**config.mk**
```make
export PLATFORM = sky130hd
export DESIGN_NAME = stream_port_buf
export DESIGN_NICKNAME = d
export VERILOG_FILES = /design/src/rtl/spb_pkg.sv /design/src/rtl/spb_store.sv /design/src/rtl/spb_predict.sv /design/src/rtl/stream_port_buf.sv
export SDC_FILE = /design/constraint.sdc
export NUM_CORES = 1
export LEC_CHECK = 0
export CORE_MARGIN = 2
export CORE_UTILIZATION = 58
export CTS_BUF_LIST = sky130_fd_sc_hd__clkbuf_8
export DETAILED_ROUTE_END_ITERATION = 8
export DONT_BUFFER_PORTS = 1
export HOLD_SLACK_MARGIN = 0.03
export PLACE_DENSITY = 0.71
export SYNTH_ARGS = -nofsm -noshare
export SYNTH_HDL_FRONTEND = slang
export SYNTH_SLANG_ARGS = --single-unit
```
**constraint.sdc**
```tcl
create_clock -name clk -period 4.9 [get_ports clk]
set_input_delay 0 -clock clk [delete_from_list [all_inputs] [get_ports clk]]
set_output_delay 0 -clock clk [all_outputs]
set_load 0.02 [all_outputs]
```
**src/rtl/spb_pkg.sv**
```systemverilog
package spb_pkg;
    typedef enum logic [1:0] {
        PM_LATENCY  = 2'd0,
        PM_ESTIMATE = 2'd1,
        PM_PRECHECK = 2'd2,
        PM_SPARE    = 2'd3
    } pred_mode_e;
endpackage

```
**src/rtl/spb_store.sv**
```systemverilog
module spb_store #(
    parameter int DW    = 32,
    parameter int DEPTH = 16,
    parameter int CW    = $clog2(DEPTH + 1)
) (
    input  logic          clk,
    input  logic          rst_n,
    input  logic          push,
    input  logic          pop,
    input  logic [DW-1:0] wdata,
    output logic [DW-1:0] head,
    output logic [CW-1:0] count
);
    localparam int AW = (DEPTH > 1) ? $clog2(DEPTH) : 1;

    typedef struct packed {
        logic [AW-1:0] wr;
        logic [AW-1:0] rd;
        logic [CW-1:0] cnt;
    } st_t;

    st_t           s_q, s_d;
    logic [DW-1:0] mem_q [DEPTH];
    logic          do_push, do_pop;

    function automatic logic [AW-1:0] bump(input logic [AW-1:0] p);
        return (p == AW'(DEPTH - 1)) ? '0 : p + AW'(1);
    endfunction

    always_comb begin
        do_push = push && (s_q.cnt != CW'(DEPTH));
        do_pop  = pop && (s_q.cnt != '0);
        s_d     = s_q;
        if (do_push) s_d.wr = bump(s_q.wr);
        if (do_pop)  s_d.rd = bump(s_q.rd);
        case ({do_push, do_pop})
            2'b10:   s_d.cnt = s_q.cnt + CW'(1);
            2'b01:   s_d.cnt = s_q.cnt - CW'(1);
            default: s_d.cnt = s_q.cnt;
        endcase
    end

    always_ff @(posedge clk) begin
        if (!rst_n) s_q <= '0;
        else        s_q <= s_d;
    end

    always_ff @(posedge clk) begin
        if (do_push) mem_q[s_q.wr] <= wdata;
    end

    assign head  = mem_q[s_q.rd];
    assign count = s_q.cnt;

    AST_NO_OVERFLOW: assert property (@(posedge clk) disable iff (!rst_n)
        s_q.cnt <= CW'(DEPTH));
    AST_PUSHPOP_HOLD: assert property (@(posedge clk) disable iff (!rst_n)
        (do_push && do_pop) |=> (s_q.cnt == $past(s_q.cnt)));
    AST_FULL_DROP: assert property (@(posedge clk) disable iff (!rst_n)
        (push && !pop && s_q.cnt == CW'(DEPTH)) |=> (s_q.cnt == CW'(DEPTH)));
    AST_EMPTY_POP: assert property (@(posedge clk) disable iff (!rst_n)
        (pop && !push && s_q.cnt == '0) |=> (s_q.cnt == '0));
endmodule

```
**src/rtl/spb_predict.sv**
```systemverilog
module spb_predict
    import spb_pkg::*;
#(
    parameter int CW = 5,
    parameter int LW = 4,
    parameter int RW = 5,
    parameter int PW = CW + 1
) (
    input  logic          clk,
    input  logic          rst_n,
    input  pred_mode_e    mode,
    input  logic [LW-1:0] lat,
    input  logic [RW-1:0] rate,
    input  logic [CW-1:0] metric,
    input  logic          pre_pred,
    input  logic          acc_pred,
    input  logic          quiet,
    output logic          stall
);
    localparam int XW = CW + LW + RW + PW;
    localparam logic [PW-1:0] PMAX = '1;

    typedef struct packed {
        logic [PW-1:0] pend;
    } st_t;

    st_t           s_q, s_d;
    logic [XW-1:0] m_x, ahead_x;
    logic          short_f;

    always_comb begin
        m_x     = XW'(metric);
        ahead_x = XW'(s_q.pend) + XW'(pre_pred);
        case (mode)
            PM_ESTIMATE: short_f = (m_x <= XW'(rate));
            PM_PRECHECK: short_f = (ahead_x > m_x);
            default:     short_f = (m_x <= XW'(lat));
        endcase
        stall = acc_pred && !quiet && short_f;

        s_d = s_q;
        if (pre_pred && !acc_pred && s_q.pend != PMAX)
            s_d.pend = s_q.pend + PW'(1);
        else if (acc_pred && !pre_pred && s_q.pend != '0)
            s_d.pend = s_q.pend - PW'(1);
    end

    always_ff @(posedge clk) begin
        if (!rst_n) s_q <= '0;
        else        s_q <= s_d;
    end

    AST_PEND_FLOOR: assert property (@(posedge clk) disable iff (!rst_n)
        (s_q.pend == '0 && acc_pred && !pre_pred) |=> (s_q.pend == '0));
    AST_PEND_STEP: assert property (@(posedge clk) disable iff (!rst_n)
        (pre_pred && !acc_pred && s_q.pend != PMAX) |=> (s_q.pend == $past(s_q.pend) + PW'(1)));
    AST_PEND_BOTH: assert property (@(posedge clk) disable iff (!rst_n)
        (pre_pred && acc_pred) |=> $stable(s_q.pend));
endmodule

```
**src/rtl/stream_port_buf.sv**
```systemverilog
module stream_port_buf
    import spb_pkg::*;
#(
    parameter int DW    = 32,
    parameter int DEPTH = 16,
    parameter int LW    = 4,
    parameter int RW    = 5
) (
    input  logic          clk,
    input  logic          rst_n,
    input  logic          cfg_recv,
    input  logic [1:0]    cfg_mode,
    input  logic [LW-1:0] cfg_lat,
    input  logic [RW-1:0] cfg_rate,
    input  logic          cfg_nonblock,
    input  logic          acc_pred,
    input  logic [DW-1:0] acc_wdata,
    input  logic          pre_pred,
    output logic [DW-1:0] rd_data,
    output logic          rd_hit,
    output logic          stall_req,
    output logic          ch_out_valid,
    output logic [DW-1:0] ch_out_data,
    input  logic          ch_in_ready,
    input  logic          ch_in_valid,
    input  logic [DW-1:0] ch_in_data,
    output logic          ch_out_ready
);
    localparam int CW = $clog2(DEPTH + 1);

    logic [CW-1:0] count;
    logic [DW-1:0] head, wdata;
    logic          push, pop, full, held, quiet;
    logic [CW-1:0] metric;

    always_comb begin
        full  = (count == CW'(DEPTH));
        held  = (count != '0);
        quiet = cfg_recv && cfg_nonblock;
        if (cfg_recv) begin
            push   = ch_in_valid && !full;
            pop    = acc_pred && held;
            wdata  = ch_in_data;
            metric = count;
        end else begin
            push   = acc_pred && !full;
            pop    = ch_in_ready && held;
            wdata  = acc_wdata;
            metric = CW'(DEPTH) - count;
        end
        ch_out_valid = !cfg_recv && held;
        ch_out_data  = head;
        ch_out_ready = cfg_recv && !full;
        rd_hit       = cfg_recv && held;
        rd_data      = rd_hit ? head : '0;
    end

    spb_store #(.DW(DW), .DEPTH(DEPTH), .CW(CW)) u_store (
        .clk   (clk),
        .rst_n (rst_n),
        .push  (push),
        .pop   (pop),
        .wdata (wdata),
        .head  (head),
        .count (count)
    );

    spb_predict #(.CW(CW), .LW(LW), .RW(RW)) u_pred (
        .clk      (clk),
        .rst_n    (rst_n),
        .mode     (pred_mode_e'(cfg_mode)),
        .lat      (cfg_lat),
        .rate     (cfg_rate),
        .metric   (metric),
        .pre_pred (pre_pred),
        .acc_pred (acc_pred),
        .quiet    (quiet),
        .stall    (stall_req)
    );

    AST_STALL_GATED: assert property (@(posedge clk) disable iff (!rst_n)
        !acc_pred |-> !stall_req);
    AST_NB_QUIET: assert property (@(posedge clk) disable iff (!rst_n)
        (cfg_recv && cfg_nonblock) |-> !stall_req);
    AST_VALID_HOLD: assert property (@(posedge clk) disable iff (!rst_n)
        (!cfg_recv && ch_out_valid && !ch_in_ready) |=> (ch_out_valid && $stable(ch_out_data)));
    AST_READY_FULL: assert property (@(posedge clk) disable iff (!rst_n)
        (cfg_recv && !ch_out_ready && !acc_pred) |=> !ch_out_ready);
endmodule

```
==> out/metrics.csv, run 1 <==
stage,metric,value,unit
synth,ys_seq_area_share,71.0,%
pwr,p_leak,8.13,nW
die,dieWidth,200,um
die,coreArea,0.0378,mm^2
routing,drc,0,
global_route,antenna_found_initial,0,
timing,rsz0062_at_grt,false,
critical_path,worstSetupStartpointType,flip-flop,
min_path,hp-start,cfg_recv,
synth,syn_area_per_cell,21.9,um^2
cells_and_area,multi_input_area,0.00595,mm^2
timing,tns,0,ns
cells_and_area,n_antenna_cell,0,
critical_path,r2r-start,u_store.count[0]$_SDFFE_PN0P_,
die,die-area,0.0400,mm^2
synth,ys_ff_latch,535,
cells_and_area,area_delta_synth_final,11.4,%
routing,drt_first_pass_iters,5,
critical_path,path_cells,"inv_1, ha_1, nor3b_1, ha_1, nor2_1, inv_1, ha_1, ha_1, nor2b_1, o21ai_0, a21oi_1, or4_1, a21oi_1",
global_route,grt_max_degree,61,
place,detailed_place_hpwl,23.1,mm
pwr,cellPowerDensity,467,mW/mm^2
cells_and_area,regArea,0.0158,mm^2
clock_network,cts_resized,0,
die,initial_core_util,59.1,%
clock_network,clock_path_buffers,3,
synth,synth_enable_flop_cells,512,
timing,fmax,0.264,GHz
critical_path,cp_slowest_cell,nor2_1,
critical_path,worstPathArrival,4.30,ns
timing,final_hold_viol_count,0,
clock_network,cts_num_sinks,535,
pwr,ir_drop,0.315,mV
min_path,hold_depth,1,
run_status,status,finished clean,
routing,drt-total-wl,42.7,mm
die,fp.dieH,200,um
global_route,track_usage,21.7,%
critical_path,cpLargestDelayFamily,simple AND/OR/NAND/NOR gates,
critical_path,regToRegEndpoint,u_store.count[4]$_SDFFE_PN0P_,
cells_and_area,nets,1258,
synth,ys.warnings.count,0,
timing,fin_crit_sh,77.4,%
timing,finalSetupViolCount,0,
timing,relSlewSlack,20.3,%
place,place.gp.congestion,0.780,
synth,ys.flop_type,edfxtp_1,
clock_network,path_clk_slew,0.06,ns
global_route,overflow,0,
clock_network,ctsRootBufferMaster,clkbuf_8,
global_route,grt_pass1_vias,10700,
min_path,min_to,ch_out_valid,
critical_path,cpPeakStageDelay,0.57,ns
critical_path,cpMostUsedCell,ha_1,
place,port_buffers,0,
routing,via_count,10500,
clock_network,h-tree-depth,3,
routing,postRouteAntennaNets,0,
critical_path,reg2reg_slack,1.11,ns
min_path,min_path_type,in2out,
synth,synthCells,1020,
timing,fin_worst_skew,0.0343,ns
critical_path,critPathKind,reg2reg,
synth,syn-cell-area,0.0223,mm^2
routing,wl_per_cell,25.0,um
timing,slew_violations,0,
cells_and_area,layout-drive-gt1-share,21.2,%
timing,worst_pin_slew,1.20,ns
die,row_count,71,
critical_path,critPathBufInv,2,
timing,min_period,3.79,ns
synth,synthDistinctLibCells,54,
synth,syn_nets,1137,
critical_path,worst-r2r-cell-count,13,
critical_path,required,5.41,ns
global_route,grt_first_pass_wirelength,65.1,mm
critical_path,crit_path_max_fanout,15,
clock_network,cts_made_buffers,83,
routing,drt_iter0_markers,713,
timing,whs,0.0992,ns
critical_path,end_kind,flip-flop,
clock_network,tritoncts,yes,
clock_network,clock_latency,0.63,ns
routing,via_per_inst,6.12,
die,ios,151,
job,drv_cap,0,
synth,synth-async-reset-ratio,0,%
cells_and_area,fillers,2484,
## area by class of cell
cell class | count | area share, %
sequential | 535 | 63.7
multi-input combinational | 414 | 24.0
clock buffer | 87 | 4.82
timing repair buffer | 84 | 3.38
tap | 511 | 2.57
clock inverter | 55 | 1.18
inverter | 23 | 0.347
## synthesized netlist by cell type (2+ instances only)
cell type / count / area share (%)
nor2b_1: 6 / 0.17
mux2i_1: 11 / 0.49
a21oi_1: 17 / 0.38
mux2_2: 34 / 1.7
or4_1: 2 / 0.067
o21ai_0: 6 / 0.13
buf_2: 3 / 0.067
o21a_1: 2 / 0.067
mux4_2: 80 / 8.1
nand4_1: 2 / 0.056
inv_1: 22 / 0.37
dfxtp_1: 23 / 2.1
xor2_1: 7 / 0.27
and4_1: 5 / 0.20
fa_1: 2 / 0.18
nor3b_1: 2 / 0.067
buf_6: 17 / 0.86
a21o_1: 4 / 0.13
xnor2_1: 9 / 0.35
nor3_1: 5 / 0.11
and2_1: 36 / 1.0
nor2_1: 19 / 0.32
and3_1: 8 / 0.22
a211oi_1: 2 / 0.067
mux4_1: 80 / 9.4
clkbuf_1: 10 / 0.17
ha_1: 32 / 1.8
edfxtp_1: 512 / 69
clkbuf_8: 15 / 0.93
nand2_1: 17 / 0.29
nand3_1: 5 / 0.11
buf_1: 3 / 0.050
## flip-flops by register name (all words and copies together) (netlist names), named ones only
register	cells
u_pred.s_q	6
u_store.count	5
u_store.s_q	8
u_store.mem_q	512
## stage by stage
| step | cell area, um^2 | power, W | setup WS [ns] | std cells | util, % |
|---|---|---|---|---|---|
| global placement | 22600 | 0.00827 | 1.35 | 1493 | 59.9 |
| CTS | 24900 | 0.0118 | 1.07 | 1709 | 65.8 |
| floorplan | 22300 | 0.00783 | 0.557 | 1020 | - |
| finish | 24900 | 0.0116 | 1.11 | 1709 | 65.8 |
| global route | 24900 | 0.0122 | 0.796 | 1709 | 65.8 |
| detailed placement | 22600 | 0.00832 | 1.17 | 1493 | 59.9 |
## worst register-to-register path, cell delays in order, from the launching register on
cell and delay, ns:
dfxtp_1 0.42, inv_1 0.15, ha_1 0.25, nor3b_1 0.18, ha_1 0.23, nor2_1 0.57
inv_1 0.17, ha_1 0.28, ha_1 0.33, nor2b_1 0.15, o21ai_0 0.21, a21oi_1 0.12
or4_1 0.47, a21oi_1 0.17
## cell families after synthesis
| family | share of synthesized area (%) |
|---|---|
| muxes | 19.7 |
| DFF | 71.0 |
| and+or+nand+nor | 2.99 |
| xor gates and xnor gates | 0.628 |
| adders and majority gates | 2.03 |
| buffers and inverters | 2.46 |
| AOI/OAI and AO/OA | 1.19 |
## cell usage in the layout, fill, tap and decap left out, drive strengths merged, types with 2 or more instances in the layout
master | synthesis | final
edfxtp | 512 | 512
mux4 | 160 | 160
clkbuf | 25 | 87
dlygate4sd3 | 0 | 74
inv | 22 | 49
and2 | 36 | 36
mux2 | 34 | 34
ha | 32 | 32
clkinv | 1 | 25
dfxtp | 23 | 23
nor2 | 20 | 20
nand2 | 17 | 17
a21oi | 17 | 17
mux2i | 11 | 11
buf | 23 | 10
xnor2 | 9 | 9
and3 | 8 | 8
xor2 | 7 | 7
nor2b | 6 | 6
o21ai | 6 | 6
nand3 | 5 | 5
nor3 | 5 | 5
and4 | 5 | 5
a21o | 4 | 4
a211oi | 2 | 2
o21a | 2 | 2
nand4 | 2 | 2
or4 | 2 | 2
fa | 2 | 2
clkinvlp | 0 | 2
bufinv | 0 | 2
nor3b | 2 | 2
o211ai | 2 | 2
## worst max-delay path by stage
stage,start,end,slack [ns],cells after the start
final,u_store.count[0]$_SDFFE_PN0P_,u_store.count[4]$_SDFFE_PN0P_,1.11,13
after global routing,u_store.count[0]$_SDFFE_PN0P_,u_store.count[4]$_SDFFE_PN0P_,0.80,13
after CTS,u_store.count[0]$_SDFFE_PN0P_,stall_req,1.07,11
after detailed placement,u_store.count[0]$_SDFFE_PN0P_,u_store.count[4]$_SDFFE_PN0P_,1.17,13
after global placement,u_store.count[0]$_SDFFE_PN0P_,u_store.count[4]$_SDFFE_PN0P_,1.35,13
after floorplan,u_store.count[0]$_SDFFE_PN0P_,u_store.mem_q[7][0]$_DFFE_PP_,0.56,7
## report_power, final
| group | total (W) | internal, W | switching (W) | leakage [nW] |
|---|---|---|---|---|
| combinational | 0.00281 | 0.00130 | 0.00151 | 2.45 |
| sequential | 0.00542 | 0.00521 | 0.000214 | 4.82 |
| clock | 0.00338 | 0.00175 | 0.00164 | 0.861 |
## metal layers
metal | vias to the layer above | GRT usage, % | part of all wire, %
met5 | - | 0 | 0
met4 | 0 | 6.08 | 1.8
met1 | 5493 | 30.5 | 43
met3 | 62 | 4.46 | 5.7
met2 | 334 | 35.2 | 50
li1 | 4572 | - | -
## what timing repair did
| item | in CTS | in global routing |
|---|---|---|
| setup buffers | 0 | 0 |
| hold buffers | 74 | 0 |
| endpoints found under the hold margin | 535 | 0 |
Note: power is estimated with default switching activity, not from simulation.
==> inputs of run 2 (changes only) <==
==> constraint.sdc (replaced) <==
create_clock -name clk -period 3.5 [get_ports clk]
set_input_delay 0 -clock clk [delete_from_list [all_inputs] [get_ports clk]]
set_output_delay 0 -clock clk [all_outputs]
set_load 0.02 [all_outputs]
==> out/metrics.csv, run 2 (same netlist as run 1, synthesis figures left out) <==
stage,metric,value,unit
run_status,status,finished clean,
clock_network,clock_path_buffers,3,
routing,drt_iter0_markers,664,
critical_path,cpPeakStageDelay,0.37,ns
clock_network,path_clk_slew,0.05,ns
min_path,min_path_type,in2out,
pwr,p_leak,8.33,nW
die,fp.dieH,200,um
clock_network,ctsRootBufferMaster,clkbuf_8,
cells_and_area,stdcell_area,0.0253,mm^2
cells_and_area,fillers,2416,
clock_network,cts_made_buffers,83,
routing,via_per_inst,6.06,
global_route,overflow,0,
job,drv_cap,0,
critical_path,required,3.50,ns
die,row_count,71,
cells_and_area,reg.largest.list,"u_store.mem_q (512), u_store.s_q (8), u_pred.s_q (6)",
routing,wl_met1,18.8,mm
clock_network,cts_num_sinks,535,
timing,fmax,0.303,GHz
place,detailed_place_hpwl,25.0,mm
timing,tns,0,ns
global_route,grt_max_degree,60,
cells_and_area,final_cell_mix,"edfxtp_1 (512), clkbuf_8 (83), mux4_2 (80), mux4_1 (80), dlygate4sd3_1 (73)",
timing,min_period,3.30,ns
pwr,ir_drop,0.390,mV
timing,finalSetupViolCount,0,
cells_and_area,layout-drive-gt1-share,23.5,%
routing,drt-total-wl,44.2,mm
timing,whs,0.102,ns
die,initial_core_util,59.1,%
timing,fin_worst_skew,0.0240,ns
cells_and_area,layout_commonest_cell,edfxtp_1,
critical_path,worstPathArrival,3.30,ns
die,dieWidth,200,um
critical_path,cp_slowest_cell,dfxtp_4,
place,port_buffers,0,
global_route,antenna_found_initial,2,
timing,fin_crit_sh,94.3,%
clock_network,clock_latency,0.62,ns
pwr,cellPowerDensity,650,mW/mm^2
timing,relSlewSlack,47.6,%
die,ios,151,
timing,final_hold_viol_count,0,
global_route,grt_pass1_vias,11000,
routing,drt_first_pass_iters,5,
cells_and_area,final_util,67.1,%
clock_network,h-tree-depth,3,
pwr,fin_total_pwr,0.0165,W
cells_and_area,nets,1286,
critical_path,end_kind,output port,
routing,via_count,10600,
critical_path,critPathBufInv,3,
die,coreArea,0.0378,mm^2
routing,wl_met2,22.4,mm
routing,drc,0,
routing,wl_met3,2.00,mm
critical_path,path_cells,"inv_4, ha_2, nor3b_4, buf_4, ha_1, mux2_2, ha_1, nand2_1, a21oi_2, a211oi_1, o221a_2, a211oi_2, buf_4",
global_route,grt_first_pass_wirelength,66.8,mm
global_route,track_usage,22.6,%
critical_path,cpLargestDelayFamily,adder cells,
cells_and_area,area_delta_synth_final,13.6,%
cells_and_area,regArea,0.0159,mm^2
place,dpl_cell_area,0.0230,mm^2
critical_path,crit_path_max_fanout,6,
routing,top_layer,met4,
timing,slew_violations,0,
place,place.gp.congestion,0.768,
cells_and_area,multi_input_area,0.00599,mm^2
routing,postRouteAntennaNets,0,
clock_network,tritoncts,yes,
critical_path,worstSetupStartpointType,flip-flop,
die,die-area,0.0400,mm^2
critical_path,critPathKind,reg2out,
cells_and_area,largest_register_ffs,512,
timing,worst_pin_slew,0.785,ns
routing,wl_per_cell,25.4,um
cells_and_area,regMostFlops,u_store.mem_q,
[run 2: power by group]
group	total, W	internal (W)	switching [W]
Sequential	0.00751	0.00729	0.000220
Combinational	0.00417	0.00194	0.00223
Clock	0.00479	0.00251	0.00228
Total	0.0165	0.0117	0.00473
[run 2: final timing paths]
path,startpoint,to,slack (ns),cells past startpoint
worst max register to register,u_store.count[0]$_SDFFE_PN0P_,u_store.count[4]$_SDFFE_PN0P_,0.33,14
worst min-delay path,cfg_recv,ch_out_valid,0.10,1
worst max-delay path,u_store.count[0]$_SDFFE_PN0P_,stall_req,0.20,13
worst min register to register,u_store.s_q[8]$_SDFFE_PN0P_,flip-flop,0.52,2
[run 2: final cells by class]
class	count	area share (%)
antenna	1	0.00988
clock buffer	83	4.51
clock inverter	63	1.49
sequential	535	62.6
inverter	23	0.351
timing repair buffer	112	4.91
tap	511	2.52
multi-input combinational	414	23.6
[run 2: what timing repair did]
item / in CTS / in global routing
resized for setup: 2 / 9
hold buffers: 74 / 0
endpoints found under the setup margin: 1 / 2
buffers inserted: 0 / 1
endpoints found under the hold margin: 535 / 0
[run 2: metrics by stage]
stage	instances	worst slack (ns)
after detailed placement	1520	0.175
after floorplan	1020	0.199
final	1742	0.199
after CTS	1740	0.00259
after global placement	1520	0.301
after global routing	1742	-0.00891
[run 2: per-layer routing]
metal | vias up | track usage (%)
met3 | 66 | 4.02
met1 | 5556 | 31.4
li1 | 4633 | -
met4 | 0 | 7.28
met2 | 300 | 37.2
met5 | - | 0
==> inputs of run 3 (changes only) <==
--- a/config.mk
+++ b/config.mk
@@ -5,7 +5,7 @@
 export SDC_FILE = /design/constraint.sdc
 export NUM_CORES = 1
 export LEC_CHECK = 0
-export CORE_MARGIN = 2
+export CORE_MARGIN = 3
 export CORE_UTILIZATION = 58
 export CTS_BUF_LIST = sky130_fd_sc_hd__clkbuf_8
 export DETAILED_ROUTE_END_ITERATION = 8
@@ -15,3 +15,4 @@
 export SYNTH_ARGS = -nofsm -noshare
 export SYNTH_HDL_FRONTEND = slang
 export SYNTH_SLANG_ARGS = --single-unit
+export TNS_END_PERCENT = 20
==> out/metrics.csv, run 3 (same netlist as run 1, synthesis figures left out) <==
stage,metric,value,unit
place,place.gp.congestion,0.768,
clock_network,cts_made_buffers,85,
min_path,hp-start,cfg_recv,
cells_and_area,n_antenna_cell,0,
pwr,switching_share,28.9,%
cells_and_area,fillers,2432,
critical_path,crit_path_max_fanout,5,
cells_and_area,largest_register_ffs,512,
critical_path,r2r-start,u_store.count[0]$_SDFFE_PN0P_,
timing,slew_violations,0,
timing,rsz0062_at_grt,false,
global_route,track_usage,22.2,%
pwr,p_int,0.0117,W
timing,relSlewSlack,47.7,%
global_route,antenna_found_initial,0,
timing,fin_crit_sh,95.6,%
cells_and_area,nets,1288,
timing,min_period,3.35,ns
routing,drt_iter0_markers,732,
pwr,ir_drop,0.402,mV
critical_path,end_kind,output port,
routing,postRouteAntennaNets,0,
place,port_buffers,0,
clock_network,h-tree-depth,3,
pwr,combPwrFrac,25.7,%
timing,fin_worst_skew,0.0233,ns
clock_network,ctsRootBufferMaster,clkbuf_8,
timing,worst_pin_slew,0.785,ns
cells_and_area,final_cell_mix,"edfxtp_1 (512), clkbuf_8 (90), mux4_2 (80), mux4_1 (80), dlygate4sd3_1 (74)",
clock_network,clock_path_buffers,3,
run_status,status,finished clean,
critical_path,worstSetupStartpointType,flip-flop,
die,ios,151,
die,row_count,71,
critical_path,required,3.50,ns
global_route,overflow,0,
cells_and_area,regMostFlops,u_store.mem_q,
routing,via_count,10600,
routing,via_per_inst,6.06,
job,drv_cap,0,
global_route,grt_first_pass_wirelength,67.2,mm
pwr,cellPowerDensity,649,mW/mm^2
critical_path,critPathKind,reg2out,
global_route,grt_max_degree,77,
critical_path,crit_start,u_store.count[0]$_SDFFE_PN0P_,
pwr,seqPwrFrac,45.5,%
pwr,p_sw,0.00475,W
pwr,fin_total_pwr,0.0164,W
clock_network,tritoncts,yes,
die,die-area,0.0408,mm^2
timing,finalSetupViolCount,0,
global_route,grt_pass1_vias,11200,
die,fp.dieH,202,um
cells_and_area,area_delta_synth_final,13.5,%
critical_path,worstPathArrival,3.35,ns
routing,drt-total-wl,44.7,mm
routing,drt_first_pass_iters,5,
place,detailed_place_hpwl,24.6,mm
cells_and_area,layout_commonest_cell,edfxtp_1,
cells_and_area,final_util,67.0,%
die,coreArea,0.0378,mm^2
timing,fmax,0.299,GHz
pwr,p_leak,8.32,nW
timing,final_hold_viol_count,0,
min_path,min_path_type,in2out,
cells_and_area,reg.largest.list,"u_store.mem_q (512), u_store.s_q (8), u_pred.s_q (6)",
die,dieWidth,202,um
cells_and_area,layout-drive-gt1-share,23.5,%
routing,drc,0,
pwr,pwr-share-clk,28.8,%
clock_network,clock_latency,0.62,ns
clock_network,cts_num_sinks,535,
clock_network,path_clk_slew,0.06,ns
routing,wl_per_cell,25.7,um
die,initial_core_util,59.1,%
## run 3: changes by cell type in the layout (fill, tap and decap cells not counted), moves of 2 or more
cell | previous run | this run
bufinv_16 | 4 | 1
inv_1 | 48 | 45
clkbuf_8 | 83 | 90
clkinv_1 | 17 | 20
clkinv_2 | 9 | 7
## run 3: area by class of cell
class	instances	area, um^2	area share, %
flip-flops and latches	535	15900	62.6
multi-input cells	414	5980	23.6
clock buffers	90	1240	4.89
repair buffers	112	1230	4.85
well taps	511	639	2.53
clock inverters	58	277	1.09
inverters	23	88.8	0.351
## run 3: per-stage QoR
| step | hold WS [ns] | cells | cell area, um^2 | TNS, ns | worst slack [ns] |
|---|---|---|---|---|---|
| 3_5_place_dp | 0.116 | 1517 | 23000 | 0 | 0.199 |
| 2_1_floorplan | 0.130 | 1020 | 22300 | -21.01 | -0.656 |
| 5_1_grt | 0.114 | 1743 | 25300 | 0 | 0.00234 |
| 4_1_cts | 0.115 | 1739 | 25300 | 0 | 0.0293 |
| 3_3_place_gp | 0.116 | 1517 | 23000 | 0 | 0.297 |
| 6_report | 0.126 | 1743 | 25300 | 0 | 0.154 |
## run 3: final timing paths
check	to	slack (ns)	depth (start not counted)
hold / removal	ch_out_valid	0.13	1
setup / recovery	stall_req	0.15	13
hold reg to reg	flip-flop	0.53	2
setup reg to reg	u_store.count[4]$_SDFFE_PN0P_	0.32	15
## run 3: power by group through the flow
stage,clock network (W),registers [W],logic [W]
3_3_place_gp,0,0.00758,0.00406
4_1_cts,0.00486,0.00747,0.00423
3_5_place_dp,0,0.00760,0.00412
5_1_grt,0.00516,0.00750,0.00454
6_report,0.00474,0.00748,0.00422
2_1_floorplan,0,0.00750,0.00346
## run 3: metal layers
metal	vias up	wire, um	global-route usage [%]
li1	4632	-	-
met1	5510	18600	30.9
met2	350	22900	37.0
met3	63	2490	4.07
met4	0	757	5.96
met5	-	0	0
## run 3: timing repair
action,4_1_cts,5_1_grt
endpoints found under the setup margin,1,2
buffers inserted,0,4
gates resized for setup,3,9
hold buffers,74,0
pin swaps,0,1
endpoints found under the hold margin,535,0
## run 3: worst max-delay path: stages (launching register included)
cell      delay (ns)
dfxtp_4         0.36
inv_4           0.07
ha_2            0.18
nor3b_4         0.22
buf_4           0.16
ha_1            0.22
mux2_4          0.29
ha_1            0.30
nand2_1         0.06
a21oi_1         0.11
a211oi_1        0.06
o221a_2         0.29
a211oi_2        0.23
buf_4           0.18
